[config.mk]
export PLATFORM = sky130hd
export DESIGN_NAME = dbg_cmd_seq
export DESIGN_NICKNAME = d
export VERILOG_FILES = /design/src/rtl/dbg_seq_pkg.sv /design/src/rtl/dbg_seq_rx.sv /design/src/rtl/dbg_seq_tx.sv /design/src/rtl/dbg_cmd_seq.sv
export SDC_FILE = /design/constraint.sdc
export NUM_CORES = 1
export LEC_CHECK = 0
export ABC_AREA = 1
export BUFFER_PORTS_ARGS = -buffer_cell sky130_fd_sc_hd__buf_2
export CORE_MARGIN = 1.5
export CORE_UTILIZATION = 54
export CTS_CLUSTER_SIZE = 12
export DETAILED_ROUTE_END_ITERATION = 7
export GPL_TIMING_DRIVEN = 0
export MAX_ROUTING_LAYER = met4
export PLACE_DENSITY = 0.83
export SYNTH_ARGS = -nofsm -noshare
export SYNTH_HDL_FRONTEND = slang
export SYNTH_SLANG_ARGS = --single-unit
[constraint.sdc]
create_clock -name clk -period 2.2 [get_ports clk]
set_clock_uncertainty 0.1 [all_clocks]
set_input_delay 0.33 -clock clk [delete_from_list [all_inputs] [get_ports clk]]
set_output_delay 0.33 -clock clk [all_outputs]
set_load 0.005 [all_outputs]
[src/rtl/dbg_seq_pkg.sv]
package dbg_seq_pkg;

  typedef enum logic [1:0] {S_CMD, S_ADDR, S_DATA, S_REPLY} seq_state_t;

  typedef enum logic [2:0] {
    K_NONE, K_STAT_RD, K_CTRL_WR, K_BKPT_RD, K_BKPT_WR, K_MEM_RD, K_MEM_WR
  } cmd_kind_t;

  localparam logic [7:0] OP_STAT_RD = 8'hE4;
  localparam logic [7:0] OP_CTRL_WR = 8'hC4;
  localparam logic [7:0] OP_BKPT_RD = 8'hE2;
  localparam logic [7:0] OP_BKPT_WR = 8'hC2;
  localparam logic [7:0] OP_MEM_RD  = 8'hE8;
  localparam logic [7:0] OP_MEM_WR  = 8'hC8;

  function automatic cmd_kind_t decode_op(input logic [7:0] op);
    case (op)
      OP_STAT_RD: return K_STAT_RD;
      OP_CTRL_WR: return K_CTRL_WR;
      OP_BKPT_RD: return K_BKPT_RD;
      OP_BKPT_WR: return K_BKPT_WR;
      OP_MEM_RD:  return K_MEM_RD;
      OP_MEM_WR:  return K_MEM_WR;
      default:    return K_NONE;
    endcase
  endfunction

endpackage

[src/rtl/dbg_seq_rx.sv]
module dbg_seq_rx #(
  parameter int IDLE_LIM = 512,
  parameter int FW       = 16
) (
  input  logic          clk,
  input  logic          rst,
  input  logic          en,
  input  logic          mid,
  input  logic          bit_stb,
  input  logic          bit_in,
  input  logic [4:0]    len,
  output logic          done,
  output logic [FW-1:0] word,
  output logic          abort
);
  localparam int IW = $clog2(IDLE_LIM + 1);

  logic [4:0]    cnt;
  logic [FW-1:0] sh;
  logic [IW-1:0] idle;
  logic          take, active;

  assign take   = en && bit_stb;
  assign word   = {sh[FW-2:0], bit_in};
  assign done   = take && (cnt == len - 5'd1);
  assign active = en && (mid || cnt != 5'd0);
  assign abort  = active && !bit_stb && (idle == IW'(IDLE_LIM - 1));

  always_ff @(posedge clk) begin
    if (rst) begin
      cnt  <= '0;
      sh   <= '0;
      idle <= '0;
    end else begin
      if (!en || abort)   cnt <= '0;
      else if (take)      cnt <= done ? 5'd0 : cnt + 5'd1;
      if (take)           sh  <= word;
      if (take || !active || abort) idle <= '0;
      else                idle <= idle + 1'b1;
    end
  end


  abort_clr_chk: assert property (@(posedge clk) disable iff (rst)
    abort |=> (cnt == 5'd0));


  cnt_rng_chk: assert property (@(posedge clk) disable iff (rst)
    cnt < 5'd16);

endmodule

[src/rtl/dbg_seq_tx.sv]
module dbg_seq_tx #(
  parameter int TURN = 16
) (
  input  logic        clk,
  input  logic        rst,
  input  logic        start,
  input  logic        load,
  input  logic        wide,
  input  logic [15:0] data,
  output logic        tx_stb,
  output logic        tx_bit,
  output logic        busy
);
  localparam int CW = $clog2(TURN + 1);

  logic [CW-1:0] wcnt;
  logic [4:0]    sent;
  logic          wide_q, shifting;
  logic [15:0]   sh;

  function automatic logic [15:0] align(input logic [15:0] d, input logic w);
    return w ? d : {d[7:0], 8'h00};
  endfunction

  always_ff @(posedge clk) begin
    if (rst) begin
      wcnt <= '0; sent <= '0; wide_q <= 1'b0; shifting <= 1'b0;
      sh <= '0; tx_stb <= 1'b0; tx_bit <= 1'b0; busy <= 1'b0;
    end else if (start) begin
      busy     <= 1'b1;
      shifting <= 1'b0;
      wcnt     <= CW'(1);
      wide_q   <= wide;
      sh       <= align(data, wide);
      tx_stb   <= 1'b0;
    end else if (busy) begin
      if (!shifting) begin
        if (wcnt == CW'(TURN)) begin
          shifting <= 1'b1;
          tx_stb   <= 1'b1;
          tx_bit   <= sh[15];
          sh       <= {sh[14:0], 1'b0};
          sent     <= 5'd1;
        end else begin
          wcnt <= wcnt + 1'b1;
          if (load) sh <= align(data, wide_q);
        end
      end else if (sent == (wide_q ? 5'd16 : 5'd8)) begin
        tx_stb   <= 1'b0;
        tx_bit   <= 1'b0;
        busy     <= 1'b0;
        shifting <= 1'b0;
      end else begin
        tx_bit <= sh[15];
        sh     <= {sh[14:0], 1'b0};
        sent   <= sent + 5'd1;
      end
    end
  end


  gap_chk: assert property (@(posedge clk) disable iff (rst)
    start |=> !tx_stb);


  end_chk: assert property (@(posedge clk) disable iff (rst)
    $fell(tx_stb) |-> !busy);

endmodule

[src/rtl/dbg_cmd_seq.sv]
module dbg_cmd_seq
  import dbg_seq_pkg::*;
#(
  parameter int ADDR_W   = 14,
  parameter int TURN     = 16,
  parameter int IDLE_LIM = 512
) (
  input  logic              clk,
  input  logic              rst,
  input  logic              host_stb,
  input  logic              host_bit,
  input  logic              cpu_halted,
  output logic              tgt_stb,
  output logic              tgt_bit,
  output logic              mem_req,
  output logic              mem_we,
  output logic [ADDR_W-1:0] mem_addr,
  output logic [7:0]        mem_wdata,
  input  logic [7:0]        mem_rdata
);
  localparam int FW = 16;
  localparam int HI = FW - ADDR_W;

  seq_state_t        state;
  cmd_kind_t         kind, op_kind;
  logic              ok_q, rd_cap;
  logic [7:1]        ctrl_q;
  logic [ADDR_W-1:0] bkpt_q;

  logic              rx_en, rx_mid, rx_done, rx_abort;
  logic [4:0]        rx_len;
  logic [FW-1:0]     word;
  logic [HI-1:0]     unused_hi;

  logic              tx_start, tx_load, tx_wide, tx_busy;
  logic [15:0]       tx_data;

  assign unused_hi = word[FW-1:ADDR_W];
  assign op_kind   = decode_op(word[7:0]);
  assign rx_en     = (state != S_REPLY);
  assign rx_mid    = (state == S_ADDR) || (state == S_DATA);

  always_comb begin
    case (state)
      S_ADDR:  rx_len = 5'd16;
      S_DATA:  rx_len = (kind == K_BKPT_WR) ? 5'd16 : 5'd8;
      default: rx_len = 5'd8;
    endcase
  end

  dbg_seq_rx #(.IDLE_LIM(IDLE_LIM), .FW(FW)) rx_i (
    .clk(clk), .rst(rst), .en(rx_en), .mid(rx_mid),
    .bit_stb(host_stb), .bit_in(host_bit), .len(rx_len),
    .done(rx_done), .word(word), .abort(rx_abort)
  );

  // reply launch: decided on the edge that completes the relevant field
  always_comb begin
    tx_start = 1'b0;
    tx_wide  = 1'b0;
    tx_data  = 16'h0000;
    if (rx_done && state == S_CMD && op_kind == K_STAT_RD) begin
      tx_start = 1'b1;
      tx_data  = {8'h00, ctrl_q, cpu_halted};
    end else if (rx_done && state == S_CMD && op_kind == K_BKPT_RD) begin
      tx_start = 1'b1;
      tx_wide  = 1'b1;
      tx_data  = 16'(bkpt_q);
    end else if (rx_done && state == S_ADDR && kind == K_MEM_RD) begin
      tx_start = 1'b1;
    end else if (rd_cap) begin
      tx_data  = {8'h00, mem_rdata};
    end
  end
  assign tx_load = rd_cap;

  dbg_seq_tx #(.TURN(TURN)) tx_i (
    .clk(clk), .rst(rst), .start(tx_start), .load(tx_load),
    .wide(tx_wide), .data(tx_data),
    .tx_stb(tgt_stb), .tx_bit(tgt_bit), .busy(tx_busy)
  );

  always_ff @(posedge clk) begin
    if (rst) begin
      state     <= S_CMD;
      kind      <= K_NONE;
      ok_q      <= 1'b0;
      rd_cap    <= 1'b0;
      ctrl_q    <= '0;
      bkpt_q    <= '0;
      mem_req   <= 1'b0;
      mem_we    <= 1'b0;
      mem_addr  <= '0;
      mem_wdata <= '0;
    end else begin
      mem_req <= 1'b0;
      rd_cap  <= mem_req && !mem_we;
      if (rx_abort) begin
        state <= S_CMD;
      end else begin
        case (state)
          S_CMD: if (rx_done) begin
            kind <= op_kind;
            ok_q <= cpu_halted;
            case (op_kind)
              K_STAT_RD, K_BKPT_RD: state <= S_REPLY;
              K_CTRL_WR, K_BKPT_WR: state <= S_DATA;
              K_MEM_RD,  K_MEM_WR:  state <= S_ADDR;
              default:              state <= S_CMD;
            endcase
          end
          S_ADDR: if (rx_done) begin
            mem_addr <= word[ADDR_W-1:0];
            if (kind == K_MEM_RD) begin
              mem_req <= ok_q;
              mem_we  <= 1'b0;
              state   <= S_REPLY;
            end else begin
              state   <= S_DATA;
            end
          end
          S_DATA: if (rx_done) begin
            case (kind)
              K_CTRL_WR: ctrl_q <= word[7:1];
              K_BKPT_WR: bkpt_q <= word[ADDR_W-1:0];
              K_MEM_WR: begin
                mem_req   <= ok_q;
                mem_we    <= 1'b1;
                mem_wdata <= word[7:0];
              end
              default: ;
            endcase
            state <= S_CMD;
          end
          S_REPLY: if (!tx_busy) state <= S_CMD;
          default: state <= S_CMD;
        endcase
      end
    end
  end


  mem_pulse_chk: assert property (@(posedge clk) disable iff (rst)
    mem_req |=> !mem_req);


  halt_gate_chk: assert property (@(posedge clk) disable iff (rst)
    mem_req |-> ok_q);


  reply_only_chk: assert property (@(posedge clk) disable iff (rst)
    tgt_stb |-> (state == S_REPLY));

endmodule

==> flow_summary.toml <==
[power]
power_density_nw_per_um2 = 608
vdd_drop_max_v = 0.000433
total_power_uw = 4070
power_leakage_uw = 0.00265

[final_layout]
fillers = 795
drive_gt1_share_pct = 28.7
antenna_cells = 0
seq_area_um2 = 2230
num-nets-final = 818
area_growth_pct = 26.0
multi_input_area_um2 = 3060

[grt]
grt.overflow.total = 0
grt_max_degree = 22
antenna_found_initial = 0
grt_pass1_wl_um = 23700
grtUsageTotal_pct = 30.1
grt_pass1_vias = 4958

[timing]
slew_viol_final = 0
relSlewSlack_pct = 41.3
period_share_pct = 111
worst_pin_slew_ns = 0.880
timing.final.ws_setup_ns = -0.241
setup_viol = 69
hold_viol = 0
rsz0062_at_grt = "yes"
max_freq_ghz = 0.410
period_needed_ns = 2.44

[placed_design]
place_congestion = 0.901
portBuffers = 38
detailed_place_hpwl_um = 9700
dp_slack_ns = -0.327

[floorplan]
ios = 39
die_y_um = 102
start_util_pct = 55.1
die_area_um2 = 10400
die_w_um = 102
num_rows = 36
core_area_um2 = 9640

[drt]
drt_pass1_iterations = 5
drt-met1-wl_um = 6340
route.met2.wl_um = 7300
wl_per_cell_um = 16.0
wl_um = 14900
highest_layer = "met4"
vias_per_cell = 5.58
dr_total_vias = 5197
dr_wl_met3_um = 862
detail-route-antenna-nets = 0
drc = 0
dr.first_iter.drc_count = 357

[yosys]
synth-compound-area-share_pct = 17.7
yosys.area_share.simple_pct = 28.2
synth.distinct_cells = 43
synth-xor-area-share_pct = 1.65
seq_area_frac_synth_pct = 41.8
yosys_warnings = 0
ys_seq_elements = 111
synthAdderAreaFrac_pct = 2.59
synth_cells = 703
synth.cell_area_um2 = 5310
avgSynthCellArea_um2 = 7.56
synth_mux_area_share_pct = 0
syn_nets = 727
synth_top_family_by_area = "simple AND/OR/NAND/NOR gates"

[critical_path]
worstPathMaxFanout = 6
crit_type = "flop to flop"
slowest_delay_ns = 0.40
cp_data_arrival_time_ns = 2.62
r2r_cells = 17
crit_path_end_kind = "flop"
cp.required_ns = 2.38
crit_chain = "inv_2 > ha_4 > inv_4 > nand2_8 > nand3_4 > nand2_2 > nor2_4 > inv_2 > nor2_8 > buf_12 > nand3_4 > buf_4 > nand3_1 > nand2_2 > buf_4 > a21oi_2 > nor2_1"
critPathSlowestCell = "dfxtp_4"
startpoint_type = "flop"

[clock_network]
cts_hold_buf = 0
cts_sinks = 111
clk_pin_slew_ns = 0.11
htreeDepth = 3
cts_tree = "yes"
numCtsBuffers = 9
insertion_delay_ns = 0.39
cts_root_buffer = "clkbuf_8"
clockBufferDepth = 2

[min_path]
min_path_type = "input port to flop"
whs_path_depth = 3

[run_status]
status = "finished with violations"
violations = "setup timing"

[run]
maxCapViolCount = 0
-- per-stage QoR --
stage                     area [um^2]  TNS (ns)  cells  util, %  hold slack (ns)
after floorplan                  5390         0    703        -            0.326
after global placement           5750     -8.39    874     59.6            0.342
after detailed placement         5750    -12.91    874     59.6            0.352
after CTS                        6390     -6.23    916     66.3            0.126
after global routing             6690    -15.56    932     69.4            0.145
final                            6690     -7.82    932     69.4            0.138
-- layer usage --
layer | vias to the layer above | global-route usage, %
met5 | - | -
met4 | 0 | 10.5
met3 | 36 | 5.40
met2 | 203 | 49.5
met1 | 2450 | 37.1
li1 | 2508 | -
-- layout make-up --
class                   instances  area share, %
well taps                     133           2.49
flip-flops and latches        111           33.4
inverters                      74           4.41
multi-input cells             490           45.6
clock inverters                 7           1.14
clock buffers                   9           1.85
plain buffers                  28           2.80
repair buffers                 80           8.28
-- what timing repair did --
item,in CTS,in global routing
gates resized for setup,76,49
buffers inserted,24,15
endpoints found under the setup margin,74,90
endpoints found under the hold margin,0,0
pin swaps,36,34
gates cloned,2,1
-- final timing paths --
path / startpoint / to / slack, ns
max: state[1] / tx_i.sh[3] / -0.24
min: cpu_halted / ok_q / 0.14
max reg2reg: state[1] / tx_i.sh[3] / -0.24
min reg2reg: rx_i.idle[0] / rx_i.idle[0] / 0.34
-- critical path, delay by kind of cell (launching register included) --
kind	cells	cell delay, ns
AOI/OAI and AO/OA	1	0.12
and+or+nand+nor	9	0.87
buffers and inverters	6	0.67
DFF	1	0.40
adders and majority gates	1	0.18
-- where the power goes --
| part | total, uW | switching, uW | internal (uW) |
|---|---|---|---|
| clock network | 1240 | 794 | 450 |
| logic | 722 | 464 | 258 |
| registers | 2100 | 48.2 | 2050 |
| total | 4070 | 1310 | 2760 |
-- synthesized netlist by cell type, drive strengths merged --
master / n / area, um^2
nand2: 122 / 549
dfxtp: 111 / 2220
nor2: 101 / 454
a21oi: 76 / 388
o21ai: 76 / 380
inv: 74 / 278
nand3: 45 / 268
nand4: 15 / 124
buf: 14 / 97.6
clkbuf: 14 / 52.6
a211oi: 13 / 97.6
ha: 11 / 138
xor2: 7 / 61.3
nor3b: 6 / 45.0
nor3: 4 / 25.0
xnor2: 3 / 26.3
a31oi: 2 / 27.5
a22oi: 1 / 7.51
a31o: 1 / 8.76
and3: 1 / 6.26
nor4: 1 / 21.3
o211ai: 1 / 7.51
o21a: 1 / 7.51
o22ai: 1 / 6.26
o31ai: 1 / 7.51
or2: 1 / 6.26
-- layout by cell type (no fill, tap or decap), types with 11 or more instances in the layout --
| master | Yosys | layout |
|---|---|---|
| nand2_1 | 107 | 94 |
| nand2_4 | 8 | 11 |
| a21oi_1 | 74 | 64 |
| buf_6 | 3 | 16 |
| buf_4 | 4 | 36 |
| a211oi_1 | 13 | 11 |
| buf_2 | 6 | 39 |
| o21ai_1 | 4 | 11 |
| nor2_1 | 92 | 80 |
| a21oi_2 | 2 | 11 |
| nor2_4 | 5 | 14 |
| nand3_2 | 1 | 11 |
| o21ai_0 | 72 | 59 |
| inv_1 | 67 | 59 |
| dfxtp_1 | 111 | 105 |
| clkbuf_1 | 14 | 14 |
| nand4_1 | 13 | 13 |
| nand2_2 | 6 | 13 |
| nand3_1 | 41 | 29 |
-- sequential cells by signal, summed over array words and instances, names as in the netlist, 5 cells and up --
name and count:
rx_i.cnt 5, tx_i.wcnt 5, mem_wdata 8, mem_addr 14, bkpt_q 14, ctrl_q 7
tx_i.sent 5, rx_i.idle 10, tx_i.sh 16, rx_i.sh 13
-- kinds of logic (layout without fill, tap and decap cells) --
group,count (synthesis),after routing
DFF,111,111
adders and majority gates,11,11
AOI/OAI and AO/OA,173,173
xor gates and xnor gates,10,10
and+or+nand+nor,296,296
buffers and inverters,102,198
(Power assumes the default switching activity.)
